<file path="src/rtl/dap_pkg.sv">
package dap_pkg;
  typedef struct packed {
    logic frameStart;
    logic frameEnd;
    logic leadZero;
    logic shiftBit;
  } dapStrobes_t;
endpackage

</file>
<file path="src/rtl/dap_edge_sync.sv">
module dap_edge_sync #(
  parameter int WIDTH = 2,
  parameter int STAGES = 2,
  parameter logic [WIDTH-1:0] IDLE = '1
) (
  input  logic             clk,
  input  logic             rstN,
  input  logic [WIDTH-1:0] asyncIn,
  output logic [WIDTH-1:0] level,
  output logic [WIDTH-1:0] rise,
  output logic [WIDTH-1:0] fall
);
  for (genvar s = 0; s < WIDTH; s++) begin : gSig
    logic [STAGES-1:0] chain;
    logic              prev;
    always_ff @(posedge clk or negedge rstN) begin
      if (!rstN) begin
        chain <= {STAGES{IDLE[s]}};
        prev  <= IDLE[s];
      end else begin
        chain <= {chain[STAGES-2:0], asyncIn[s]};
        prev  <= chain[STAGES-1];
      end
    end
    assign level[s] = chain[STAGES-1];
    assign rise[s]  = !prev && chain[STAGES-1];
    assign fall[s]  = prev && !chain[STAGES-1];

    assert_edge_exclusive_R2: assert property (@(posedge clk) disable iff (!rstN)
      !(rise[s] && fall[s]));
  end
endmodule

</file>
<file path="src/rtl/dap_ctrl.sv">
module dap_ctrl
  import dap_pkg::*;
#(
  parameter int RES = 14,
  parameter int ACQ_CYCLES = 40
) (
  input  logic        clk,
  input  logic        rstN,
  input  logic        csFallN,
  input  logic        csRiseN,
  input  logic        sclkRise,
  input  logic        sclkFall,
  output dapStrobes_t strb,
  output logic        frameAbort,
  output logic        acqViolation
);
  localparam int NEED_RISE = RES + 2;
  localparam int CW = $clog2(NEED_RISE + 1);
  localparam int AW = $clog2(ACQ_CYCLES + 1);

  logic          inFrame;
  logic          haveFrame;
  logic [CW-1:0] fallCnt;
  logic [CW-1:0] riseCnt;
  logic [AW-1:0] highCnt;

  always_comb begin
    strb.frameStart = csFallN;
    strb.frameEnd   = csRiseN && inFrame;
    strb.leadZero   = inFrame && sclkFall && (fallCnt == '0);
    strb.shiftBit   = inFrame && sclkFall && (fallCnt != '0);
  end

  always_ff @(posedge clk or negedge rstN) begin
    if (!rstN) begin
      inFrame      <= 1'b0;
      haveFrame    <= 1'b0;
      fallCnt      <= '0;
      riseCnt      <= '0;
      highCnt      <= '0;
      frameAbort   <= 1'b0;
      acqViolation <= 1'b0;
    end else begin
      frameAbort   <= 1'b0;
      acqViolation <= 1'b0;
      if (csFallN) begin
        inFrame      <= 1'b1;
        fallCnt      <= '0;
        riseCnt      <= '0;
        acqViolation <= haveFrame && (highCnt < AW'(ACQ_CYCLES));
      end else if (csRiseN && inFrame) begin
        inFrame    <= 1'b0;
        haveFrame  <= 1'b1;
        highCnt    <= '0;
        frameAbort <= (riseCnt < CW'(NEED_RISE));
      end else if (inFrame) begin
        if (sclkFall && fallCnt != CW'(NEED_RISE)) fallCnt <= fallCnt + 1'b1;
        if (sclkRise && riseCnt != CW'(NEED_RISE)) riseCnt <= riseCnt + 1'b1;
      end else if (highCnt != AW'(ACQ_CYCLES)) begin
        highCnt <= highCnt + 1'b1;
      end
    end
  end

  assert_abort_at_close_R6: assert property (@(posedge clk) disable iff (!rstN)
    frameAbort |-> $past(csRiseN));
  assert_viol_at_open_R7: assert property (@(posedge clk) disable iff (!rstN)
    acqViolation |-> $past(csFallN));
  assert_pulses_apart_R6: assert property (@(posedge clk) disable iff (!rstN)
    $onehot0({frameAbort, acqViolation}));
endmodule

</file>
<file path="src/rtl/dap_datapath.sv">
module dap_datapath
  import dap_pkg::*;
#(
  parameter int RES = 14,
  parameter int CHANNELS = 2
) (
  input  logic                          clk,
  input  logic                          rstN,
  input  dapStrobes_t                   strb,
  input  logic [CHANNELS-1:0][RES-1:0]  words,
  output logic [CHANNELS-1:0]           sdo,
  output logic                          sdoEn
);
  always_ff @(posedge clk or negedge rstN) begin
    if (!rstN) sdoEn <= 1'b0;
    else if (strb.frameStart) sdoEn <= 1'b1;
    else if (strb.frameEnd) sdoEn <= 1'b0;
  end

  for (genvar c = 0; c < CHANNELS; c++) begin : gChan
    logic [RES-1:0] shReg;
    always_ff @(posedge clk or negedge rstN) begin
      if (!rstN) begin
        shReg  <= '0;
        sdo[c] <= 1'b0;
      end else if (strb.frameStart) begin
        shReg  <= words[c];
        sdo[c] <= 1'b0;
      end else if (strb.frameEnd || strb.leadZero) begin
        sdo[c] <= 1'b0;
      end else if (strb.shiftBit) begin
        sdo[c] <= shReg[RES-1];
        shReg  <= {shReg[RES-2:0], 1'b0};
      end
    end

    assert_open_zero_R2: assert property (@(posedge clk) disable iff (!rstN)
      strb.frameStart |=> (sdoEn && !sdo[c]));
    assert_release_R1: assert property (@(posedge clk) disable iff (!rstN)
      strb.frameEnd |=> (!sdoEn && !sdo[c]));
  end
endmodule

</file>
<file path="src/rtl/dual_adc_port.sv">
module dual_adc_port #(
  parameter int RES = 14,
  parameter int ACQ_CYCLES = 40,
  parameter int SYNC_STAGES = 2
) (
  input  logic           clk,
  input  logic           rstN,
  input  logic [RES-1:0] wordA,
  input  logic [RES-1:0] wordB,
  input  logic           csN,
  input  logic           sclk,
  output logic           sdoA,
  output logic           sdoB,
  output logic           sdoEn,
  output logic           frameAbort,
  output logic           acqViolation
);
  import dap_pkg::*;

  logic [1:0] lvl, riseV, fallV;
  dapStrobes_t strb;
  logic [1:0] sdoV;
  logic [1:0][RES-1:0] words;

  assign words = {wordB, wordA};

  dap_edge_sync #(.WIDTH(2), .STAGES(SYNC_STAGES), .IDLE(2'b11)) u_sync (
    .clk(clk), .rstN(rstN), .asyncIn({sclk, csN}),
    .level(lvl), .rise(riseV), .fall(fallV)
  );

  dap_ctrl #(.RES(RES), .ACQ_CYCLES(ACQ_CYCLES)) u_ctrl (
    .clk(clk), .rstN(rstN),
    .csFallN(fallV[0]), .csRiseN(riseV[0]),
    .sclkRise(riseV[1]), .sclkFall(fallV[1]),
    .strb(strb), .frameAbort(frameAbort), .acqViolation(acqViolation)
  );

  dap_datapath #(.RES(RES), .CHANNELS(2)) u_dp (
    .clk(clk), .rstN(rstN), .strb(strb), .words(words),
    .sdo(sdoV), .sdoEn(sdoEn)
  );

  assign sdoA = sdoV[0];
  assign sdoB = sdoV[1];

  assert_idle_released_R1: assert property (@(posedge clk) disable iff (!rstN)
    (lvl[0] && $past(lvl[0]) && $past(lvl[0], 2)) |-> (!sdoEn && !sdoA && !sdoB));
endmodule

</file>
<file path="config.mk">
export PLATFORM = sky130hd
export DESIGN_NAME = dual_adc_port
export DESIGN_NICKNAME = d
export VERILOG_FILES = /design/src/rtl/dap_pkg.sv /design/src/rtl/dap_edge_sync.sv /design/src/rtl/dap_ctrl.sv /design/src/rtl/dap_datapath.sv /design/src/rtl/dual_adc_port.sv
export SDC_FILE = /design/constraint.sdc
export NUM_CORES = 1
export LEC_CHECK = 0
export ABC_AREA = 1
export BUFFER_PORTS_ARGS = -buffer_cell sky130_fd_sc_hd__buf_4
export CAP_MARGIN = 10
export CORE_ASPECT_RATIO = 1.5
export CORE_UTILIZATION = 45
export CTS_BUF_LIST = sky130_fd_sc_hd__clkbuf_4 sky130_fd_sc_hd__clkbuf_8 sky130_fd_sc_hd__clkbuf_16
export DETAILED_ROUTE_END_ITERATION = 8
export MAX_ROUTING_LAYER = met4
export PLACE_DENSITY = 0.67
export SLEW_MARGIN = 20
export SYNTH_ARGS = -nofsm -noshare
export SYNTH_HDL_FRONTEND = slang
export SYNTH_SLANG_ARGS = --single-unit
</file>
<file path="constraint.sdc">
create_clock -name clk -period 1.42 [get_ports clk]
set_clock_uncertainty 0.2 [all_clocks]
set_input_delay 0.284 -clock clk [delete_from_list [all_inputs] [get_ports clk]]
set_output_delay 0.284 -clock clk [all_outputs]
set_load 0.03 [all_outputs]
</file>
* Word level (Yosys, flattened, before mapping) *
Cells that the tools add are included.

storage, ports and cells
  bits in registers = 56
  input bits = 32
  output and inout bits = 5
  word-level logic and storage cells = 85

cells by class
  add/subtract/negate cells = 3
  order comparisons = 2
  equality and inequality tests = 6
  mux-type cells = 28
  bitwise gates (word level) = 1
  reduce and logical (&&, ||, !) cells = 30

operators with widths
  cell                                                                      number
  14-bit two-way mux                                                        6
  5-bit two-way mux                                                         8
  6-bit two-way mux                                                         3
  2-bit nonzero test                                                        6
  1-bit logical AND                                                         11
  1-bit two-way mux                                                         11
  5-bit by 1-bit adder with 5-bit output (second input constant)            2
  5-bit inequality test (second input constant)                             2
  3-bit AND reduction                                                       3
  6-bit by 1-bit adder with 6-bit output (second input constant)            1
  6-bit < comparator (second input constant)                                1
  6-bit inequality test (second input constant)                             1
  5-bit zero test                                                           1
  5-bit < comparator (second input constant)                                1
  5-bit nonzero test                                                        1
  1-bit zero test                                                           4
  2-bit inequality test (second input constant)                             2
  2-bit AND reduction                                                       2
  3-bit nonzero test                                                        1
  2-bit by 1-bit inequality test with 1-bit output (second input constant)  1
  1-bit logical OR                                                          1
  1-bit NOT                                                                 1

* Logic depth before layout (Yosys ltp) *
  word-level depth = 7
  gate-level depth with buffers = 9
  depth with buffers taken out = 8

* By module *
From an unflattened synthesis, not the netlist that was laid out.

unflattened totals
  cells, all modules = 392
  area, all modules = 2989.1 µm²

modules (own cells, without submodules)
  module         instances  cells each  area an instance (µm²)  sequential area each (µm²)
  dap_datapath   1          221         1572.8                  775.7
  dap_ctrl       1          155         1213.7                  500.5
  dap_edge_sync  1          16          202.7                   157.7

* Least setup slack after synthesis *
No wires, ideal clock.

  path type = register -> register
  from = register u_ctrl.inFrame
  to = register u_ctrl.highCnt[3]
  setup time = 0.118 ns
  data arrival time = 1.299 ns
  required time = 1.102 ns
  slack = -0.198 ns
  stages on the path, launching flop included = 7
  buffers on the path = 1
  clock period less this slack = 1.618 ns
  path through = dfrtp_1 nand3_2 nand3_1 nand2_1 buf_4 nand2_1 o21ai_2

between the ends
  cells in the longest elaborated chain, start to end = 3
  elaborated cells on any way between the ends = 5
  those cells by class = eq/ne: 1; mux: 1; reduce/logical: 3

ends and longest elaborated chain
  what                                                                                              line            text
  start: declaration                                                                                dap_ctrl.sv:21  logic inFrame;
  start signal: assignment                                                                          dap_ctrl.sv:36  inFrame <= 1'b0;
  start signal: assignment                                                                          dap_ctrl.sv:47  inFrame <= 1'b1;
  start signal: assignment                                                                          dap_ctrl.sv:52  inFrame <= 1'b0;
  1-bit logical AND                                                                                 dap_ctrl.sv:51  end else if (csRiseN && inFrame) begin
  2-bit by 1-bit inequality test with 1-bit output (no line) or 2-bit nonzero test (tied branches)  -
  3-bit AND reduction (no line)                                                                     -
  end signal: assignment                                                                            dap_ctrl.sv:60  highCnt <= highCnt + 1'b1;
  end: declaration                                                                                  dap_ctrl.sv:25  logic [AW-1:0] highCnt;

Several ways; a longest one is shown, not always the timed one.
A chain may end at the register's enable or synchronous reset.

* Final worst setup path *
  from = register u_sync.gSig[0].prev
  to = register u_dp.gChan[1].shReg[4]

between the ends
  cells in the longest elaborated chain, start to end = 6
  elaborated cells on any way between the ends = 9
  those cells by class = eq/ne: 1; mux: 1; reduce/logical: 7

ends and longest elaborated chain
  what                             line                 text
  start: declaration               dap_edge_sync.sv:15  logic prev;
  start signal: assignment         dap_edge_sync.sv:19  prev <= IDLE[s];
  start signal: assignment         dap_edge_sync.sv:22  prev <= chain[STAGES-1];
  1-bit zero test                  dap_edge_sync.sv:26  assign rise[s] = !prev && chain[STAGES-1];
  1-bit logical AND                dap_edge_sync.sv:26
  1-bit logical AND                dap_ctrl.sv:29       strb.frameEnd = csRiseN && inFrame;
  1-bit logical OR                 dap_datapath.sv:29   end else if (strb.frameEnd || strb.leadZero) begin
  2-bit inequality test (no line)  -
  2-bit AND reduction (no line)    -
  end signal: assignment           dap_datapath.sv:27   shReg <= words[c];
  end signal: assignment           dap_datapath.sv:33   shReg <= {shReg[RES-2:0], 1'b0};
  end: declaration                 dap_datapath.sv:21   logic [RES-1:0] shReg;

Several ways; a longest one is shown, not always the timed one.

==> reports/results.txt <==
Input and output buffers added on the ports amount to 36. The worst hold path passes through 5 cells. The H-tree generated during clock tree synthesis spans 2 levels. The run gives 0.591 GHz as the upper clock frequency limit. The total power divided by cell area is 1030 nW/um2. For the data required time of the worst path, the log shows 1.43 ns. The initialized floorplan defines 36 standard-cell rows. The final routed DRC violation total was 0. The count of nets left with antenna violations once routing finished came out at 0. The worst setup path is launched from a register. The count of pins on the block boundary was 37; the count of synthesis-stage warnings from yosys was 0.

The run gives 5 as the CTS buffer count. Setup repair after global routing could not meet its margin everywhere. The depth of the worst register-to-register path is 7. The final worst-path cycle share was 119%; the wire length per cell after detailed routing was 13.0 um. The worst setup path category is register to register.

Global routing consumed, over all layers together, 18.9% of the routing resources. Data on the critical path arrives at its endpoint at 1.70 ns. The final layout contains routed wiring with a total length of 6770 um. The run gives 0 as the number of hold violations in the final report. For the worst setup slack after placement, the log shows -0.190 ns.

The run finished, with violations left. The filler-free cell count of the finished design is 521, and the relative max-transition margin is 73.1%. The class of the worst hold path is input pin to register.

TritonCTS built the clock tree. The tools report the number of distinct library cell variants in the gate-level netlist after synthesis as 30. Of the cells placed in the final design, the portion with a size suffix greater than 1 is 47.4%. The core area is 6580 um2.

The initial antenna violation count was 0; the clock edge transition at the registers on the reported setup and hold paths was 0.10 ns. After global routing the overflow that remains totals 0. After synthesis the cells add up to 3090 um2.

The HPWL after detailed placement is 4160 um. The worst setup path is captured at a register. The number of nets handed over by synthesis was 391.

In this run the mean area of a mapped cell was 8.74 um2. Across the run, the number of max-cap violations was 0. Synthesis produced 353 cells.

Layout net count: 482. Counting tap cells, the placed design contains a total of 490 instances. The detailed router placed 2545 vias in this run. For the footprint of the flip-flops and latches, the log shows 1410 um2. Synthesis inferred 56 register bits. In this run the vertical extent of the chip is 103 um. Summing all multi-input logic gate instances after layout gives 1540 um2. 0 antenna diodes ended up in the layout. Final RePlAce weighted congestion: 0.786.

The total of endpoints with negative setup slack in the final report came out at 50. For this configuration, the core starts out at a cell density of 46.9%. The detailed-route vias per instance is 4.88, and the number of sinks driven by the clock tree is 56. The final critical-path setup slack was -0.273 ns; the final critical-path required period was 1.69 ns. The first detailed-routing pass took 4 iterations. The via count of the first global-routing pass was 2505; the maximum number of buffers from clock root to sink was 2.

The first routing iteration left 65 violations. After synthesis, flip-flops and latches occupy 45.6% of the total area. The number of pins exceeding their max-slew limit in the final report is 0, and the transition time at the pin with the least slew margin is 0.400 ns. The tools report the clock tree root buffer cell as sky130_fd_sc_hd__clkbuf_8.

The die is 69.6 um wide. The checks that failed: setup timing. The run gives 2.13 nW as the leakage power figure.

The insertion delay to the later sink of the worst-skew pair is 0.31 ns. Peak ir drop on the vdd network: 0.739 mV. The count of fill cells added during filler insertion was 523.

Compared with the post-synthesis result, the final layout area differs by 40.1%. The pin count of the biggest net entering global routing was 29; the maximum fanout along the worst path was 8. The logs give 7200 um2 for the die footprint and 10600 um for the first-pass GRT wire length.
cells in the final DEF, fill, tap and decap left out, types with 2 or more instances in the layout:
| cell | n |
|---|---|
| sky130_fd_sc_hd__buf_12 | 6 |
| sky130_fd_sc_hd__buf_16 | 2 |
| sky130_fd_sc_hd__buf_4 | 68 |
| sky130_fd_sc_hd__buf_6 | 10 |
| sky130_fd_sc_hd__buf_8 | 3 |
| sky130_fd_sc_hd__clkbuf_16 | 4 |
| sky130_fd_sc_hd__clkbuf_8 | 5 |
| sky130_fd_sc_hd__dfrtp_1 | 49 |
| sky130_fd_sc_hd__dfstp_2 | 6 |
| sky130_fd_sc_hd__dlygate4sd3_1 | 5 |
| sky130_fd_sc_hd__ha_1 | 5 |
| sky130_fd_sc_hd__inv_1 | 45 |
| sky130_fd_sc_hd__inv_2 | 4 |
| sky130_fd_sc_hd__inv_4 | 2 |
| sky130_fd_sc_hd__nand2_1 | 63 |
| sky130_fd_sc_hd__nand2_2 | 29 |
| sky130_fd_sc_hd__nand2_4 | 12 |
| sky130_fd_sc_hd__nand3_1 | 17 |
| sky130_fd_sc_hd__nand3_2 | 8 |
| sky130_fd_sc_hd__nand3_4 | 2 |
| sky130_fd_sc_hd__nand4_1 | 3 |
| sky130_fd_sc_hd__nor2_1 | 13 |
| sky130_fd_sc_hd__nor2_4 | 5 |
| sky130_fd_sc_hd__o21ai_0 | 15 |
| sky130_fd_sc_hd__o21ai_1 | 12 |
| sky130_fd_sc_hd__o21ai_2 | 34 |
| sky130_fd_sc_hd__xor2_1 | 4 |
Yosys cell counts:
master | n | area [um2]
sky130_fd_sc_hd__nand3_4 | 1 | 17.5
sky130_fd_sc_hd__ha_1 | 6 | 75.1
sky130_fd_sc_hd__inv_2 | 2 | 7.51
sky130_fd_sc_hd__dfstp_2 | 6 | 158
sky130_fd_sc_hd__nand2_1 | 77 | 289
sky130_fd_sc_hd__nor2_1 | 15 | 56.3
sky130_fd_sc_hd__nand2_4 | 1 | 11.3
sky130_fd_sc_hd__o21ai_2 | 28 | 245
sky130_fd_sc_hd__nand4_1 | 3 | 18.8
sky130_fd_sc_hd__nor3b_1 | 1 | 7.51
sky130_fd_sc_hd__buf_4 | 3 | 22.5
sky130_fd_sc_hd__xor2_1 | 4 | 35.0
sky130_fd_sc_hd__clkbuf_1 | 1 | 3.75
sky130_fd_sc_hd__buf_6 | 2 | 22.5
sky130_fd_sc_hd__inv_1 | 49 | 184
sky130_fd_sc_hd__or2_2 | 1 | 6.26
sky130_fd_sc_hd__nand4_2 | 1 | 12.5
sky130_fd_sc_hd__xnor2_1 | 1 | 8.76
sky130_fd_sc_hd__nand2_2 | 26 | 163
sky130_fd_sc_hd__o21ai_0 | 20 | 100
sky130_fd_sc_hd__nand2_8 | 1 | 20.0
sky130_fd_sc_hd__o21ai_1 | 13 | 65.1
sky130_fd_sc_hd__dfrtp_1 | 50 | 1250
sky130_fd_sc_hd__buf_12 | 5 | 100
sky130_fd_sc_hd__nand3_1 | 25 | 125
sky130_fd_sc_hd__a21oi_1 | 3 | 15.0
sky130_fd_sc_hd__nor2_4 | 3 | 33.8
sky130_fd_sc_hd__buf_2 | 3 | 15.0
sky130_fd_sc_hd__o21bai_1 | 1 | 7.51
sky130_fd_sc_hd__nand3_2 | 1 | 10.0
sequential cells by signal, indices dropped and copies added (netlist names):
register,flops
u_sync.gSig.prev,2
u_ctrl.acqViolation,1
u_sync.gSig.chain,4
u_ctrl.frameAbort,1
u_dp.sdo,2
u_dp.gChan.shReg,28
u_ctrl.riseCnt,5
u_ctrl.inFrame,1
u_ctrl.highCnt,6
u_ctrl.fallCnt,5
u_ctrl.haveFrame,1
worst paths after layout:
| path | from | end | slack (ns) |
|---|---|---|---|
| worst max-delay path | u_sync.gSig[0].prev | u_dp.gChan[1].shReg[4] | -0.27 |
| worst min-delay path | wordA[8] | u_dp.gChan[0].shReg[8] | 0.08 |
| worst max register to register | u_sync.gSig[0].prev | u_dp.gChan[1].shReg[4] | -0.27 |
| worst min register to register | u_sync.gSig[1].chain[0] | u_sync.gSig[1].chain[1] | 0.16 |
| max in group asynchronous | rstN | u_dp.gChan[1].shReg[12] | 0.37 |
| min in group asynchronous | rstN | u_dp.gChan[1].shReg[13] | 0.19 |
report_power, final:
part	leakage [nW]	internal [W]	switching, W
clock	0.0485	0.000355	0.000539
sequential	0.709	0.00187	0.000157
combinational	1.37	0.000745	0.000784
per-stage QoR:
step                      TNS (ns)  hold WS [ns]  total power, W  cell area [um2]  utilization [%]
after floorplan              -3.43        -0.212         0.00288             3110                -
after global placement       -6.35      -0.00763         0.00326             3670             55.9
after global routing        -14.48         0.104         0.00474             4330             65.8
after CTS                    -7.50        0.0682         0.00429             3980             60.5
after detailed placement     -7.46      -0.00394         0.00330             3670             55.9
final                       -11.29        0.0775         0.00444             4330             65.8
cells by family after synthesis:
| kind of cell | Yosys count | share of synthesized area, % |
|---|---|---|
| fa+ha+maj | 6 | 2.43 |
| flops | 56 | 45.6 |
| simple gates | 156 | 25.0 |
| xor+xnor | 5 | 1.42 |
| buf+inv | 65 | 11.5 |
| compound gates | 65 | 14.0 |
cell type report:
cell class | instances | share of cell area [%]
clock inverter | 3 | 0.521
sequential | 56 | 32.6
timing repair buffer | 98 | 23.0
clock buffer | 5 | 1.59
inverter | 51 | 4.54
tap | 76 | 2.20
multi-input combinational | 232 | 35.6
routing by layer:
layer | track usage [%] | vias to the layer above | wire length (um)
li1 | - | 1300 | -
met1 | 20.2 | 1195 | 2740
met2 | 36.4 | 40 | 3700
met3 | 2.42 | 10 | 178
met4 | 5.85 | 0 | 151
met5 | - | - | 0
what timing repair did:
item / in CTS / in global routing
pin swaps: 2 / 14
setup buffers: 5 / 7
cloned: 2 / 4
setup endpoints to repair: 48 / 51
hold buffers: 5 / 0
hold endpoints to repair: 60 / 0
gates resized for setup: 25 / 52
critical path, stage by stage, from the launching register on:
cell and delay (ns):
sky130_fd_sc_hd__dfstp_2 0.59, sky130_fd_sc_hd__inv_4 0.05, sky130_fd_sc_hd__nor2_4 0.15, sky130_fd_sc_hd__inv_2 0.07
sky130_fd_sc_hd__buf_12 0.15, sky130_fd_sc_hd__nand2_8 0.14, sky130_fd_sc_hd__clkbuf_16 0.18, sky130_fd_sc_hd__o21ai_2 0.05
Note: power is estimated with default switching activity, not from simulation.
